### config.mk
export PLATFORM = sky130hd
export DESIGN_NAME = spibuf_ctrl
export DESIGN_NICKNAME = d
export VERILOG_FILES = /design/src/rtl/spibuf_pkg.sv /design/src/rtl/spibuf_fifo.sv /design/src/rtl/spibuf_shift.sv /design/src/rtl/spibuf_irq.sv /design/src/rtl/spibuf_ctrl.sv
export SDC_FILE = /design/constraint.sdc
export NUM_CORES = 1
export LEC_CHECK = 0
export ABC_AREA = 0
export BUFFER_PORTS_ARGS = -buffer_cell sky130_fd_sc_hd__buf_2
export CAP_MARGIN = 20
export CORE_MARGIN = 1.5
export CORE_UTILIZATION = 30
export DETAILED_ROUTE_END_ITERATION = 10
export PLACE_DENSITY = 0.43
export SYNTH_ARGS = -nofsm -noshare
export SYNTH_HDL_FRONTEND = slang
export SYNTH_SLANG_ARGS = --single-unit
export TNS_END_PERCENT = 5
### constraint.sdc
create_clock -name clk -period 5.34 [get_ports clk]
set_input_delay 0.801 -clock clk [delete_from_list [all_inputs] [get_ports clk]]
set_output_delay 0.801 -clock clk [all_outputs]
set_load 0.02 [all_outputs]
### src/rtl/spibuf_pkg.sv
// Shared types for the buffered SPI port: interrupt source encodings,
// register addresses and status bit positions.
package spibuf_pkg;

    typedef enum logic [2:0] {
        IS_RX_DRAINED = 3'b000,
        IS_RX_ANY     = 3'b001,
        IS_RX_3Q      = 3'b010,
        IS_RX_FULL    = 3'b011,
        IS_TX_SLOT    = 3'b100,
        IS_TX_DONE    = 3'b101,
        IS_TX_DRAINED = 3'b110,
        IS_TX_FULL    = 3'b111
    } isel_e;

    localparam logic [1:0] A_CTRL = 2'd0;
    localparam logic [1:0] A_STAT = 2'd1;
    localparam logic [1:0] A_DATA = 2'd2;

    localparam int SB_SREMPTY = 3;
    localparam int SB_OVF     = 4;
    localparam int SB_RXEMPTY = 5;
    localparam int SB_TXFULL  = 6;
    localparam int SB_RXFULL  = 7;

endpackage

### src/rtl/spibuf_fifo.sv
// Synchronous queue with occupancy count.
// Assumes DEPTH >= 2. A push to a full queue and a pop from an empty queue
// are ignored. flush empties the queue on the next edge.
module spibuf_fifo #(
    parameter int W     = 8,
    parameter int DEPTH = 8,
    localparam int AW   = $clog2(DEPTH),
    localparam int CW   = $clog2(DEPTH + 1)
) (
    input  logic          clk,
    input  logic          rst_n,
    input  logic          flush,
    input  logic          push,
    input  logic [W-1:0]  wdata,
    input  logic          pop,
    output logic [W-1:0]  head,
    output logic [CW-1:0] count,
    output logic          empty,
    output logic          full
);
    logic [W-1:0]  mem [DEPTH];
    logic [AW-1:0] wp, rp;
    logic          do_push, do_pop;

    assign empty   = (count == '0);
    assign full    = (count == CW'(DEPTH));
    assign do_push = push && !full;
    assign do_pop  = pop && !empty;
    assign head    = mem[rp];

    // Storage write; contents need no reset because count guards reads.
    always_ff @(posedge clk) begin
        if (do_push) mem[wp] <= wdata;
    end

    // Pointer and occupancy update.
    always_ff @(posedge clk) begin
        if (!rst_n || flush) begin
            wp    <= '0;
            rp    <= '0;
            count <= '0;
        end else begin
            if (do_push) wp <= (wp == AW'(DEPTH - 1)) ? '0 : wp + 1'b1;
            if (do_pop)  rp <= (rp == AW'(DEPTH - 1)) ? '0 : rp + 1'b1;
            if (do_push && !do_pop)      count <= count + 1'b1;
            else if (do_pop && !do_push) count <= count - 1'b1;
        end
    end

    p_count_bound_r7: assert property (@(posedge clk) disable iff (!rst_n)
        count <= CW'(DEPTH));

    p_full_blocks_r7: assert property (@(posedge clk) disable iff (!rst_n)
        full && push && !pop && !flush |=> full);

endmodule

### src/rtl/spibuf_shift.sv
// Serial engine, clock mode 0 only.
// In the master role it divides clk by 2*HALF_DIV and drives select low for
// each word. In the slave role the external clock, select and data each pass
// through two flip-flops, and a third stage detects edges.
// Assumes that in the master role sdi is synchronous to clk.
// run=0 resets the engine; hold=1 freezes it.
module spibuf_shift #(
    parameter int W        = 8,
    parameter int HALF_DIV = 4,
    localparam int BW      = $clog2(W + 1),
    localparam int DW      = $clog2(HALF_DIV + 1)
) (
    input  logic         clk,
    input  logic         rst_n,
    input  logic         run,
    input  logic         hold,
    input  logic         master,
    input  logic         tx_valid,
    input  logic [W-1:0] tx_data,
    output logic         tx_pop,
    output logic         word_done,
    output logic [W-1:0] rx_word,
    output logic         busy,
    input  logic         sck_in,
    input  logic         ss_n_in,
    input  logic         sdi,
    output logic         sck_out,
    output logic         ss_n_out,
    output logic         sdo
);
    logic [W-1:0]  tx_sh, rx_sh;
    logic [BW-1:0] bitcnt;
    logic [DW-1:0] div;
    logic          sck_r, ss_r;
    logic [2:0]    sck_sy, ss_sy;
    logic [1:0]    sdi_sy;
    logic          s_rise, s_fall, s_sel;

    assign s_rise    = sck_sy[1] && !sck_sy[2];
    assign s_fall    = !sck_sy[1] && sck_sy[2];
    assign s_sel     = !ss_sy[1];
    assign tx_pop    = run && !hold && !busy && tx_valid && (master || s_sel);
    assign rx_word   = rx_sh;
    assign sck_out   = master && sck_r;
    assign ss_n_out  = master ? ss_r : 1'b1;
    assign sdo       = busy && tx_sh[W-1];

    // Two-stage synchronisers plus an edge-detect stage for the slave pins.
    always_ff @(posedge clk) begin
        if (!rst_n) begin
            sck_sy <= '0;
            ss_sy  <= '1;
            sdi_sy <= '0;
        end else begin
            sck_sy <= {sck_sy[1:0], sck_in};
            ss_sy  <= {ss_sy[1:0], ss_n_in};
            sdi_sy <= {sdi_sy[0], sdi};
        end
    end

    // Word sequencing for both roles.
    always_ff @(posedge clk) begin
        if (!rst_n || !run) begin
            busy      <= 1'b0;
            sck_r     <= 1'b0;
            ss_r      <= 1'b1;
            div       <= '0;
            bitcnt    <= '0;
            tx_sh     <= '0;
            rx_sh     <= '0;
            word_done <= 1'b0;
        end else begin
            word_done <= 1'b0;
            if (!hold) begin
                if (master) begin
                    if (!busy) begin
                        if (tx_valid) begin
                            busy   <= 1'b1;
                            ss_r   <= 1'b0;
                            tx_sh  <= tx_data;
                            bitcnt <= '0;
                            div    <= '0;
                        end
                    end else if (div == DW'(HALF_DIV - 1)) begin
                        div <= '0;
                        if (!sck_r) begin
                            sck_r  <= 1'b1;
                            rx_sh  <= {rx_sh[W-2:0], sdi};
                            bitcnt <= bitcnt + 1'b1;
                        end else begin
                            sck_r <= 1'b0;
                            if (bitcnt == BW'(W)) begin
                                busy      <= 1'b0;
                                ss_r      <= 1'b1;
                                word_done <= 1'b1;
                            end else begin
                                tx_sh <= {tx_sh[W-2:0], 1'b0};
                            end
                        end
                    end else begin
                        div <= div + 1'b1;
                    end
                end else begin
                    sck_r <= 1'b0;
                    ss_r  <= 1'b1;
                    if (!s_sel) begin
                        busy   <= 1'b0;
                        bitcnt <= '0;
                    end else if (!busy) begin
                        busy   <= 1'b1;
                        tx_sh  <= tx_valid ? tx_data : '0;
                        bitcnt <= '0;
                    end else if (s_rise) begin
                        rx_sh <= {rx_sh[W-2:0], sdi_sy[1]};
                        if (bitcnt == BW'(W - 1)) begin
                            busy      <= 1'b0;
                            bitcnt    <= '0;
                            word_done <= 1'b1;
                        end else begin
                            bitcnt <= bitcnt + 1'b1;
                        end
                    end else if (s_fall && bitcnt != '0) begin
                        tx_sh <= {tx_sh[W-2:0], 1'b0};
                    end
                end
            end
        end
    end

    p_sck_in_window_r3: assert property (@(posedge clk) disable iff (!rst_n)
        master && ss_n_out |-> !sck_out);

    p_freeze_r10: assert property (@(posedge clk) disable iff (!rst_n)
        $past(rst_n) && $past(run) && $past(hold) && run && hold
        |-> $stable(sck_out) && $stable(ss_n_out) && $stable(sdo));

endmodule

### src/rtl/spibuf_irq.sv
// Interrupt source selection. Level sources follow their condition and edge
// sources pulse for one cycle on their event. The output is registered, so it
// shows one cycle after the condition or event.
module spibuf_irq
    import spibuf_pkg::*;
(
    input  logic  clk,
    input  logic  rst_n,
    input  logic  en,
    input  isel_e sel,
    input  logic  tx_full,
    input  logic  tx_empty,
    input  logic  tx_one,
    input  logic  tx_pop,
    input  logic  word_done,
    input  logic  rx_empty,
    input  logic  rx_one,
    input  logic  rx_3q,
    input  logic  rx_full,
    input  logic  rx_pop,
    output logic  irq
);
    logic cond;
    logic is_edge;

    assign is_edge = (sel == IS_RX_DRAINED) || (sel == IS_TX_SLOT) ||
                     (sel == IS_TX_DONE)    || (sel == IS_TX_DRAINED);

    // Pick the selected condition or event.
    always_comb begin
        unique case (sel)
            IS_RX_DRAINED: cond = rx_pop && rx_one;
            IS_RX_ANY:     cond = !rx_empty;
            IS_RX_3Q:      cond = rx_3q;
            IS_RX_FULL:    cond = rx_full;
            IS_TX_SLOT:    cond = tx_pop && tx_full;
            IS_TX_DONE:    cond = word_done && tx_empty;
            IS_TX_DRAINED: cond = tx_pop && tx_one;
            IS_TX_FULL:    cond = tx_full;
            default:       cond = 1'b0;
        endcase
    end

    // Register the request.
    always_ff @(posedge clk) begin
        if (!rst_n) irq <= 1'b0;
        else        irq <= en && cond;
    end

    p_edge_pulse_r9: assert property (@(posedge clk) disable iff (!rst_n)
        is_edge && irq |=> (!irq || !$stable(sel)));

endmodule

### src/rtl/spibuf_ctrl.sv
// Buffered SPI port top level: register port, control and status, transmit and
// receive queues, the serial engine and the interrupt selector.
// Assumes W >= 8 so that every control and status field fits the data bus.
module spibuf_ctrl
    import spibuf_pkg::*;
#(
    parameter int W        = 8,
    parameter int DEPTH    = 8,
    parameter int HALF_DIV = 4,
    localparam int CW      = $clog2(DEPTH + 1),
    localparam int THREEQ  = (3 * DEPTH + 3) / 4
) (
    input  logic         clk,
    input  logic         rst_n,
    input  logic         idle_in,
    input  logic [1:0]   reg_addr,
    input  logic         reg_wr,
    input  logic         reg_rd,
    input  logic [W-1:0] reg_wdata,
    output logic [W-1:0] reg_rdata,
    output logic         irq,
    output logic         port_owned,
    output logic         sck_out,
    output logic         ss_n_out,
    output logic         sdo,
    input  logic         sck_in,
    input  logic         ss_n_in,
    input  logic         sdi
);
    logic          en_q, stop_q, mst_q, ovf_q;
    isel_e         sel_q;
    logic          hold, tx_push, rx_pop_req, ovf_clr;
    logic [W-1:0]  tx_head, rx_head, rx_word;
    logic [CW-1:0] tx_cnt, rx_cnt, cnt_src;
    logic          tx_empty, tx_full, rx_empty, rx_full;
    logic          tx_pop, word_done, busy, rx_push;
    logic [2:0]    cnt_field;
    logic          unused_bits;

    assign hold       = stop_q && idle_in;
    assign tx_push    = reg_wr && reg_addr == A_DATA && en_q;
    assign rx_pop_req = reg_rd && reg_addr == A_DATA && en_q;
    assign ovf_clr    = reg_wr && reg_addr == A_STAT && reg_wdata[SB_OVF];
    assign rx_push    = word_done && !rx_full;
    assign port_owned = en_q;
    assign cnt_src    = mst_q ? tx_cnt : rx_cnt;
    assign cnt_field  = (int'(cnt_src) > 7) ? 3'd7 : 3'(cnt_src);
    assign unused_bits = &{1'b0, reg_wdata[W-1:7], reg_wdata[3]};

    // Control register write.
    always_ff @(posedge clk) begin
        if (!rst_n) begin
            en_q   <= 1'b0;
            stop_q <= 1'b0;
            mst_q  <= 1'b0;
            sel_q  <= IS_RX_DRAINED;
        end else if (reg_wr && reg_addr == A_CTRL) begin
            en_q   <= reg_wdata[0];
            stop_q <= reg_wdata[1];
            mst_q  <= reg_wdata[2];
            sel_q  <= isel_e'(reg_wdata[6:4]);
        end
    end

    // Sticky overflow flag; a new overflow wins over a clear in the same cycle.
    always_ff @(posedge clk) begin
        if (!rst_n)                      ovf_q <= 1'b0;
        else if (word_done && rx_full)   ovf_q <= 1'b1;
        else if (ovf_clr)                ovf_q <= 1'b0;
    end

    // Register read mux.
    always_comb begin
        reg_rdata = '0;
        unique case (reg_addr)
            A_CTRL: begin
                reg_rdata[0]   = en_q;
                reg_rdata[1]   = stop_q;
                reg_rdata[2]   = mst_q;
                reg_rdata[6:4] = sel_q;
            end
            A_STAT: begin
                reg_rdata[2:0]        = cnt_field;
                reg_rdata[SB_SREMPTY] = !busy;
                reg_rdata[SB_OVF]     = ovf_q;
                reg_rdata[SB_RXEMPTY] = rx_empty;
                reg_rdata[SB_TXFULL]  = tx_full;
                reg_rdata[SB_RXFULL]  = rx_full;
            end
            A_DATA:  reg_rdata = rx_empty ? '0 : rx_head;
            default: reg_rdata = '0;
        endcase
    end

    spibuf_fifo #(.W(W), .DEPTH(DEPTH)) u_txq (
        .clk(clk), .rst_n(rst_n), .flush(!en_q),
        .push(tx_push), .wdata(reg_wdata), .pop(tx_pop),
        .head(tx_head), .count(tx_cnt), .empty(tx_empty), .full(tx_full)
    );

    spibuf_fifo #(.W(W), .DEPTH(DEPTH)) u_rxq (
        .clk(clk), .rst_n(rst_n), .flush(!en_q),
        .push(rx_push), .wdata(rx_word), .pop(rx_pop_req),
        .head(rx_head), .count(rx_cnt), .empty(rx_empty), .full(rx_full)
    );

    spibuf_shift #(.W(W), .HALF_DIV(HALF_DIV)) u_shift (
        .clk(clk), .rst_n(rst_n), .run(en_q), .hold(hold), .master(mst_q),
        .tx_valid(!tx_empty), .tx_data(tx_head), .tx_pop(tx_pop),
        .word_done(word_done), .rx_word(rx_word), .busy(busy),
        .sck_in(sck_in), .ss_n_in(ss_n_in), .sdi(sdi),
        .sck_out(sck_out), .ss_n_out(ss_n_out), .sdo(sdo)
    );

    spibuf_irq u_irq (
        .clk(clk), .rst_n(rst_n), .en(en_q), .sel(sel_q),
        .tx_full(tx_full), .tx_empty(tx_empty), .tx_one(tx_cnt == CW'(1)),
        .tx_pop(tx_pop), .word_done(word_done),
        .rx_empty(rx_empty), .rx_one(rx_cnt == CW'(1)),
        .rx_3q(rx_cnt >= CW'(THREEQ)), .rx_full(rx_full),
        .rx_pop(rx_pop_req && !rx_empty), .irq(irq)
    );

    p_ovf_sticky_r6: assert property (@(posedge clk) disable iff (!rst_n)
        ovf_q && !ovf_clr |=> ovf_q);

    p_idle_pins_r2: assert property (@(posedge clk) disable iff (!rst_n)
        !en_q |=> ss_n_out && !sck_out && !sdo);

    p_busy_select_r5: assert property (@(posedge clk) disable iff (!rst_n)
        mst_q && !ss_n_out |-> busy);

endmodule

==> reports/metrics.cfg, run 1 <==
[run_status]
status=finished, final reports clean

[floorplanning]
dieWidth_um=170
rows=60
core_um2=27200
die_h_um=170
dieArea_um2=28900
start_util_pct=30.8
pin_count=31

[detailed_routing]
ant_nets=0
drc=0
drt_iter0_markers=348
wl_per_cell_um=18.1
vias_per_cell=4.83
wirelength_mm=19.0
first_pass_iters=5
via_count=5066

[setup_path]
critPathMaxFanout=12
criticalPathCategory=reg -> out
end_kind=primary output
worst_ep_arrival_time_ns=2.48
cp.required_ns=4.54
start_kind=register

[global_route]
grt_pass1_wl_mm=29.8
grt_overflow_total=0
grt_max_degree=46
antenna_found_initial=0
grt_pass1_vias=5149
grt_util_all_layers_pct=13.8

[clocking]
cts.sinks=196
worst_skew_pair.late_latency_ns=0.43
cts_tree=yes
cts-root-buf=clkbuf_16
cts_resized=0
cts_setup_buffers=0
cts_buffers=17
hold_buffers=0
cts_max_path_buffers=2
h-tree-depth=4
cts.clk_slew.worst_paths_ns=0.08

[synth]
async_flop_share_pct=0
syn_avg_cell_area_um2=13.2
synth_warnings=0
yosysSeqAreaShare_pct=62.3
synth_seq_cells=196
synthCells=633
synth.cell_area_um2=8360
synth_cell_types=57
synth-edff-count=128
syn_nets=675
ys.flop_type=edfxtp_1

[timing]
fin_crit_ns=3.28
rsz0062_at_grt=false
tightestPinTransition_ns=1.00
tns_ns=0
max_freq_ghz=0.305
clock_skew_ns=0.0168
hold_violations=0
max-slew-margin-rel_pct=33.0
drv_slew=0
post-route-period-util_pct=61.5
setup_viol=0

[min_path]
worstHoldPathType=reg -> reg

[power]
peakVddDrop_mv=0.214
powerDensity_nw_per_um2=306
leakagePower_nw=3.05

[job]
maxCapViolations=0

[placement]
place_congestion=0.797
numPortBuffers=30
dpl_cell_area_um2=8920
dp.final_hpwl_mm=13.0

[cells_and_area]
seq_area_um2=5200
fin_nets=705
filler_cell_count=2687
drive_gt1_share_pct=16.4
final_area_um2=9540
antenna_cells=0
multi_input_area_um2=2980
syn_to_final_growth_pct=14.1

## registers in the layout, summed over array words and instances, names as in the netlist, 4 cells and up, named ones only
register         cells
u_shift.bitcnt       4
u_rxq.count          4
u_txq.count          4
u_shift.rx_word      8
u_rxq.mem           64
u_shift.tx_sh        8
u_txq.mem           64
## metal layers
layer	share of wire (%)	global-route usage [%]	up-vias
li1	-	-	2442
met1	46	17.6	2529
met2	50	23.9	79
met3	2.8	2.47	16
met4	1.2	3.96	0
met5	0	0	-
## cells in the mapped netlist, types with 7 or more instances
| library cell | number | share of area (%) |
|---|---|---|
| inv_1 | 18 | 0.81 |
| mux2i_1 | 51 | 6.1 |
| buf_2 | 8 | 0.48 |
| nor2b_1 | 7 | 0.52 |
| nand4_1 | 7 | 0.52 |
| o22ai_1 | 7 | 0.52 |
| nand2b_1 | 10 | 0.75 |
| a21oi_1 | 28 | 1.7 |
| ha_1 | 24 | 3.6 |
| mux4_2 | 18 | 4.9 |
| nor2_1 | 49 | 2.2 |
| edfxtp_1 | 128 | 46 |
| and2_1 | 9 | 0.67 |
| clkbuf_1 | 16 | 0.72 |
| a32oi_1 | 9 | 0.94 |
| o21ai_0 | 11 | 0.66 |
| nor3_1 | 12 | 0.72 |
| a22oi_1 | 15 | 1.3 |
| dfxtp_1 | 68 | 16 |
| nand2_1 | 45 | 2.0 |
| nand3_1 | 13 | 0.78 |
## path summary, 6_finish.rpt
kind	start	cells after the start	to	slack, ns
worst max register to register	u_rxq.count[0]	8	u_rxq.mem[3][0]	2.40
worst min register to register	u_shift.ss_sy[0]	1	u_shift.ss_sy[1]	0.42
worst max-delay path	register	5	reg_rdata[4]	2.06
worst min-delay path	u_shift.ss_sy[0]	1	u_shift.ss_sy[1]	0.42
## cells by family after synthesis
| family | Yosys count | synth area share, % |
|---|---|---|
| buffers and inverters | 48 | 2.46 |
| xor gates and xnor gates | 7 | 0.734 |
| adders and majority gates | 24 | 3.59 |
| and+or+nand+nor | 177 | 10.4 |
| muxes | 71 | 11.2 |
| DFF | 196 | 62.3 |
| AOI/OAI and AO/OA | 110 | 9.30 |
## metrics by stage
stage          hold WS (ns)  utilization (%)  setup WS, ns  std cells  power, mW
2_1_floorplan         0.386                -          2.67        633       1.67
3_3_place_gp          0.407             32.8          2.19       1012       1.70
3_5_place_dp          0.396             32.8          2.06       1012       1.70
4_1_cts               0.424             35.0          1.97       1044       2.95
5_1_grt               0.439             35.1          1.92       1048       3.01
6_report              0.418             35.1          2.06       1048       2.92
## worst max-delay path, stage by stage, from the launching register on
cell     delay [ns]
dfxtp_1        0.52
buf_4          0.34
mux4_2         0.55
mux2i_1        0.22
o22ai_1        0.19
buf_2          0.20
## power breakdown
group	leakage [nW]	switching (mW)	internal [mW]	total, mW
Clock	0.281	0.625	0.627	1.25
Combinational	1.09	0.0389	0.0176	0.0565
Sequential	1.68	0.00373	1.61	1.61
Total	3.05	0.668	2.25	2.92
## layout make-up
| class | count | share of cell area (%) |
|---|---|---|
| sequential | 196 | 54.6 |
| multi-input combinational | 389 | 31.3 |
| tap | 372 | 4.88 |
| clock buffer | 17 | 4.46 |
| timing repair buffer | 41 | 2.49 |
| clock inverter | 15 | 1.63 |
| inverter | 18 | 0.708 |
## cells in the final DEF (no fill, tap or decap), drive strengths merged, types with 2 or more instances in the layout
cell type / n
or4: 3
buf: 41
nor3b: 2
dfxtp: 68
nand2b: 10
mux2: 2
mux4: 18
nor3: 12
nand4: 7
nand3b: 5
o21ai: 14
a21boi: 7
nor2b: 8
inv: 27
xor2: 5
a21oi: 30
o21a: 3
a31oi: 4
clkinv: 5
a32oi: 9
a22oi: 15
ha: 24
clkbuf: 17
xnor2: 2
nand3: 13
mux2i: 51
nor4: 2
and2: 10
nand2: 45
nor2: 49
edfxtp: 128
and4: 2
or3: 6
o22ai: 7
a211oi: 8
o211ai: 4
(Power assumes the default switching activity.)
==> inputs of run 2 (changes only) <==
--- a/config.mk
+++ b/config.mk
@@ -11,7 +11,7 @@
 export CORE_MARGIN = 1.5
 export CORE_UTILIZATION = 30
 export DETAILED_ROUTE_END_ITERATION = 10
-export PLACE_DENSITY = 0.43
+export PLACE_DENSITY = 0.44
 export SYNTH_ARGS = -nofsm -noshare
 export SYNTH_HDL_FRONTEND = slang
 export SYNTH_SLANG_ARGS = --single-unit
==> constraint.sdc (replaced) <==
create_clock -name clk -period 3 [get_ports clk]
set_input_delay 0.45 -clock clk [delete_from_list [all_inputs] [get_ports clk]]
set_output_delay 0.45 -clock clk [all_outputs]
set_load 0.02 [all_outputs]
==> reports/metrics.cfg, run 2 (same netlist as run 1, synthesis figures left out) <==
[floorplanning]
rows=60  ; unchanged
die_h_um=170  ; unchanged
core_um2=27200  ; unchanged
start_util_pct=30.8  ; unchanged
pin_count=31  ; unchanged
dieArea_um2=28900  ; unchanged
dieWidth_um=170  ; unchanged

[setup_path]
timing.rr.end=u_rxq.count[3]  ; was u_rxq.mem[3][0]
cp_num_cells=11  ; was 5
criticalPathCategory=reg -> reg  ; was reg -> out
critPathMaxFanout=9  ; was 12
start_kind=register  ; unchanged
worstPathCellList=inv_1 > ha_1 > nor2b_1 > nand2_1 > nand2_2 > inv_1 > ha_1 > or4_1 > a21oi_1 > xnor2_1 > nor2_1  ; was buf_4 > mux4_2 > mux2i_1 > o22ai_1 > buf_2
cp.required_ns=3.28  ; was 4.54 ns
end_kind=register  ; was primary output
ff2ff_setup_slack_ns=0.29  ; was 2.40 ns
rr_startpoint=u_rxq.count[1]  ; was u_rxq.count[0]
slowest_stage=or4_1  ; was mux4_2
ff2ff_path_depth=11  ; was 8
crit_family=simple AND/OR/NAND/NOR gates  ; was multiplexers
worst_ep_arrival_time_ns=2.99  ; was 2.48 ns
slowest_delay_ns=0.44  ; was 0.55 ns
critPathBufInv=2  ; unchanged

[power]
peakVddDrop_mv=0.260  ; was 0.214 mV
p_int_mw=3.99  ; was 2.25 mW
pwr-share-clk_pct=42.1  ; was 42.9%
p_seq_share_pct=55.9  ; was 55.2%
leakagePower_nw=3.12  ; was 3.05 nW
powerDensity_nw_per_um2=532  ; was 306 nW/um^2
switchingPower_mw=1.14  ; was 668 uW
combPwrFrac_pct=2.0  ; was 1.9%
swShare_pct=22.2  ; was 22.9%

[timing]
hold_violations=0  ; unchanged
clock_skew_ns=0.0125  ; was 0.0168 ns
setup_viol=0  ; unchanged
rsz0062_at_grt=false  ; unchanged
fin_ws_ns=0.287  ; was 2.06 ns
max-slew-margin-rel_pct=44.5  ; was 33.0%
max_freq_ghz=0.369
fin_crit_ns=2.71
tns_ns=0  ; unchanged
drv_slew=0  ; unchanged
post-route-period-util_pct=90.4
holdWs_ns=0.204  ; was 0.418 ns
tightestPinTransition_ns=0.821  ; was 1.00 ns

[clocking]
hold_buffers=0  ; unchanged
cts_buffers=17  ; unchanged
worst_skew_pair.late_latency_ns=0.43  ; about the same
h-tree-depth=4  ; unchanged
cts_max_path_buffers=2  ; unchanged
cts-root-buf=clkbuf_16  ; unchanged
cts.clk_slew.worst_paths_ns=0.07  ; was 0.08 ns
cts.sinks=196  ; unchanged
cts_tree=yes  ; unchanged
cts_resized=0  ; unchanged
cts_setup_buffers=0  ; unchanged

[global_route]
grt_overflow_total=0  ; unchanged
grt_pass1_wl_mm=29.6  ; was 29.8 mm
grt_pass1_vias=5100  ; was 5,149
antenna_found_initial=0  ; unchanged
grt_max_degree=32  ; was 46
grt_util_all_layers_pct=13.7  ; was 13.8%

[placement]
dp.final_hpwl_mm=13.0  ; about the same
numPortBuffers=30  ; unchanged
pre_cts_ws_ns=0.202  ; was 2.06 ns
place_congestion=0.781  ; was 0.797

[cells_and_area]
final_cell_mix=128 x edfxtp_1, 68 x dfxtp_1, 51 x mux2i_1  ; unchanged
final_common_cell=edfxtp_1  ; unchanged
antenna_cells=0  ; unchanged
filler_cell_count=2688  ; was 2,687
utilization_pct=35.4  ; was 35.1%
drive_gt1_share_pct=17.9  ; was 16.4%
syn_to_final_growth_pct=15.2  ; was 14.1%
fin_nets=722  ; was 705
largestRegisters=u_rxq.mem (64), u_txq.mem (64)  ; unchanged

[detailed_routing]
first_pass_iters=5  ; unchanged
via_count=5178  ; was 5,066
ant_nets=0  ; unchanged
drc=0  ; unchanged
drt_iter0_markers=327  ; was 348
vias_per_cell=4.86  ; was 4.83
wl_per_cell_um=17.7  ; was 18.1 um
wirelength_mm=18.9  ; was 19.0 mm

[min_path]
timing.hold.worst_path_depth=2  ; was 1
min_to=u_shift.ss_sy[0]  ; was u_shift.ss_sy[1]
worstHoldPathType=in -> reg  ; was reg -> reg
hp-start=ss_n_in  ; was u_shift.ss_sy[0]

[job]
maxCapViolations=0  ; unchanged

[run_status]
status=finished, final reports clean  ; unchanged

[run 2: cell types whose count changed in the layout (fill, tap and decap cells not counted), moves of 2 or more]
| cell | change |
|---|---|
| buf_2 | -3 |
| nor3_2 | -4 |
| clkinv_4 | +4 |
| buf_4 | +21 |
| nor3_1 | +4 |
| clkbuf_1 | +2 |
| inv_6 | -5 |
[run 2: final cells by class]
class / instances / area [um^2] / share of cell area [%]
repair buffers: 58 / 360 / 3.74
clock inverters: 13 / 128 / 1.33
clock buffers: 19 / 433 / 4.50
multi-input cells: 389 / 2960 / 30.8
well taps: 372 / 465 / 4.84
inverters: 18 / 67.6 / 0.702
flip-flops and latches: 196 / 5200 / 54.1
[run 2: how the worst max path moves through the flow]
stage,start,end
floorplan,u_txq.count[0],u_txq.count[3]
global placement,u_rxq.count[0],u_rxq.count[3]
detailed placement,u_rxq.count[1],u_rxq.count[3]
CTS,u_rxq.count[1],u_rxq.count[3]
global route,u_rxq.count[1],u_rxq.count[3]
finish,u_rxq.count[1],u_rxq.count[3]
[run 2: layer usage]
| layer | global-route usage [%] | part of all wire, % | up-vias | wire length, um |
|---|---|---|---|---|
| li1 | - | - | 2477 | - |
| met1 | 18.0 | 46 | 2609 | 8730 |
| met2 | 23.3 | 49 | 81 | 9290 |
| met3 | 2.63 | 3.7 | 11 | 705 |
| met4 | 3.58 | 0.88 | 0 | 167 |
| met5 | 0 | 0 | - | 0 |
[run 2: metrics by stage]
stage                     power [mW]  cells  area (um^2)
after floorplan                 2.98    633         8360
after global placement          3.03   1033         9060
after detailed placement        3.03   1033         9060
after CTS                       5.18   1065         9620
after global routing            5.30   1065         9620
final                           5.12   1065         9620
[run 2: worst register-to-register path, cell delays in order (launching register included)]
cell	delay (ns)
dfxtp_1	0.38
inv_1	0.11
ha_1	0.22
nor2b_1	0.30
nand2_1	0.14
nand2_2	0.19
inv_1	0.12
ha_1	0.27
or4_1	0.44
a21oi_1	0.21
xnor2_1	0.14
nor2_1	0.05
[run 2: power by group through the flow]
| stage | Clock, mW | Combinational [mW] | Sequential (mW) |
|---|---|---|---|
| after floorplan | 0 | 0.0543 | 2.92 |
| after global placement | 0 | 0.104 | 2.93 |
| after detailed placement | 0 | 0.104 | 2.93 |
| after CTS | 2.21 | 0.104 | 2.87 |
| after global routing | 2.32 | 0.114 | 2.87 |
| final | 2.15 | 0.102 | 2.87 |
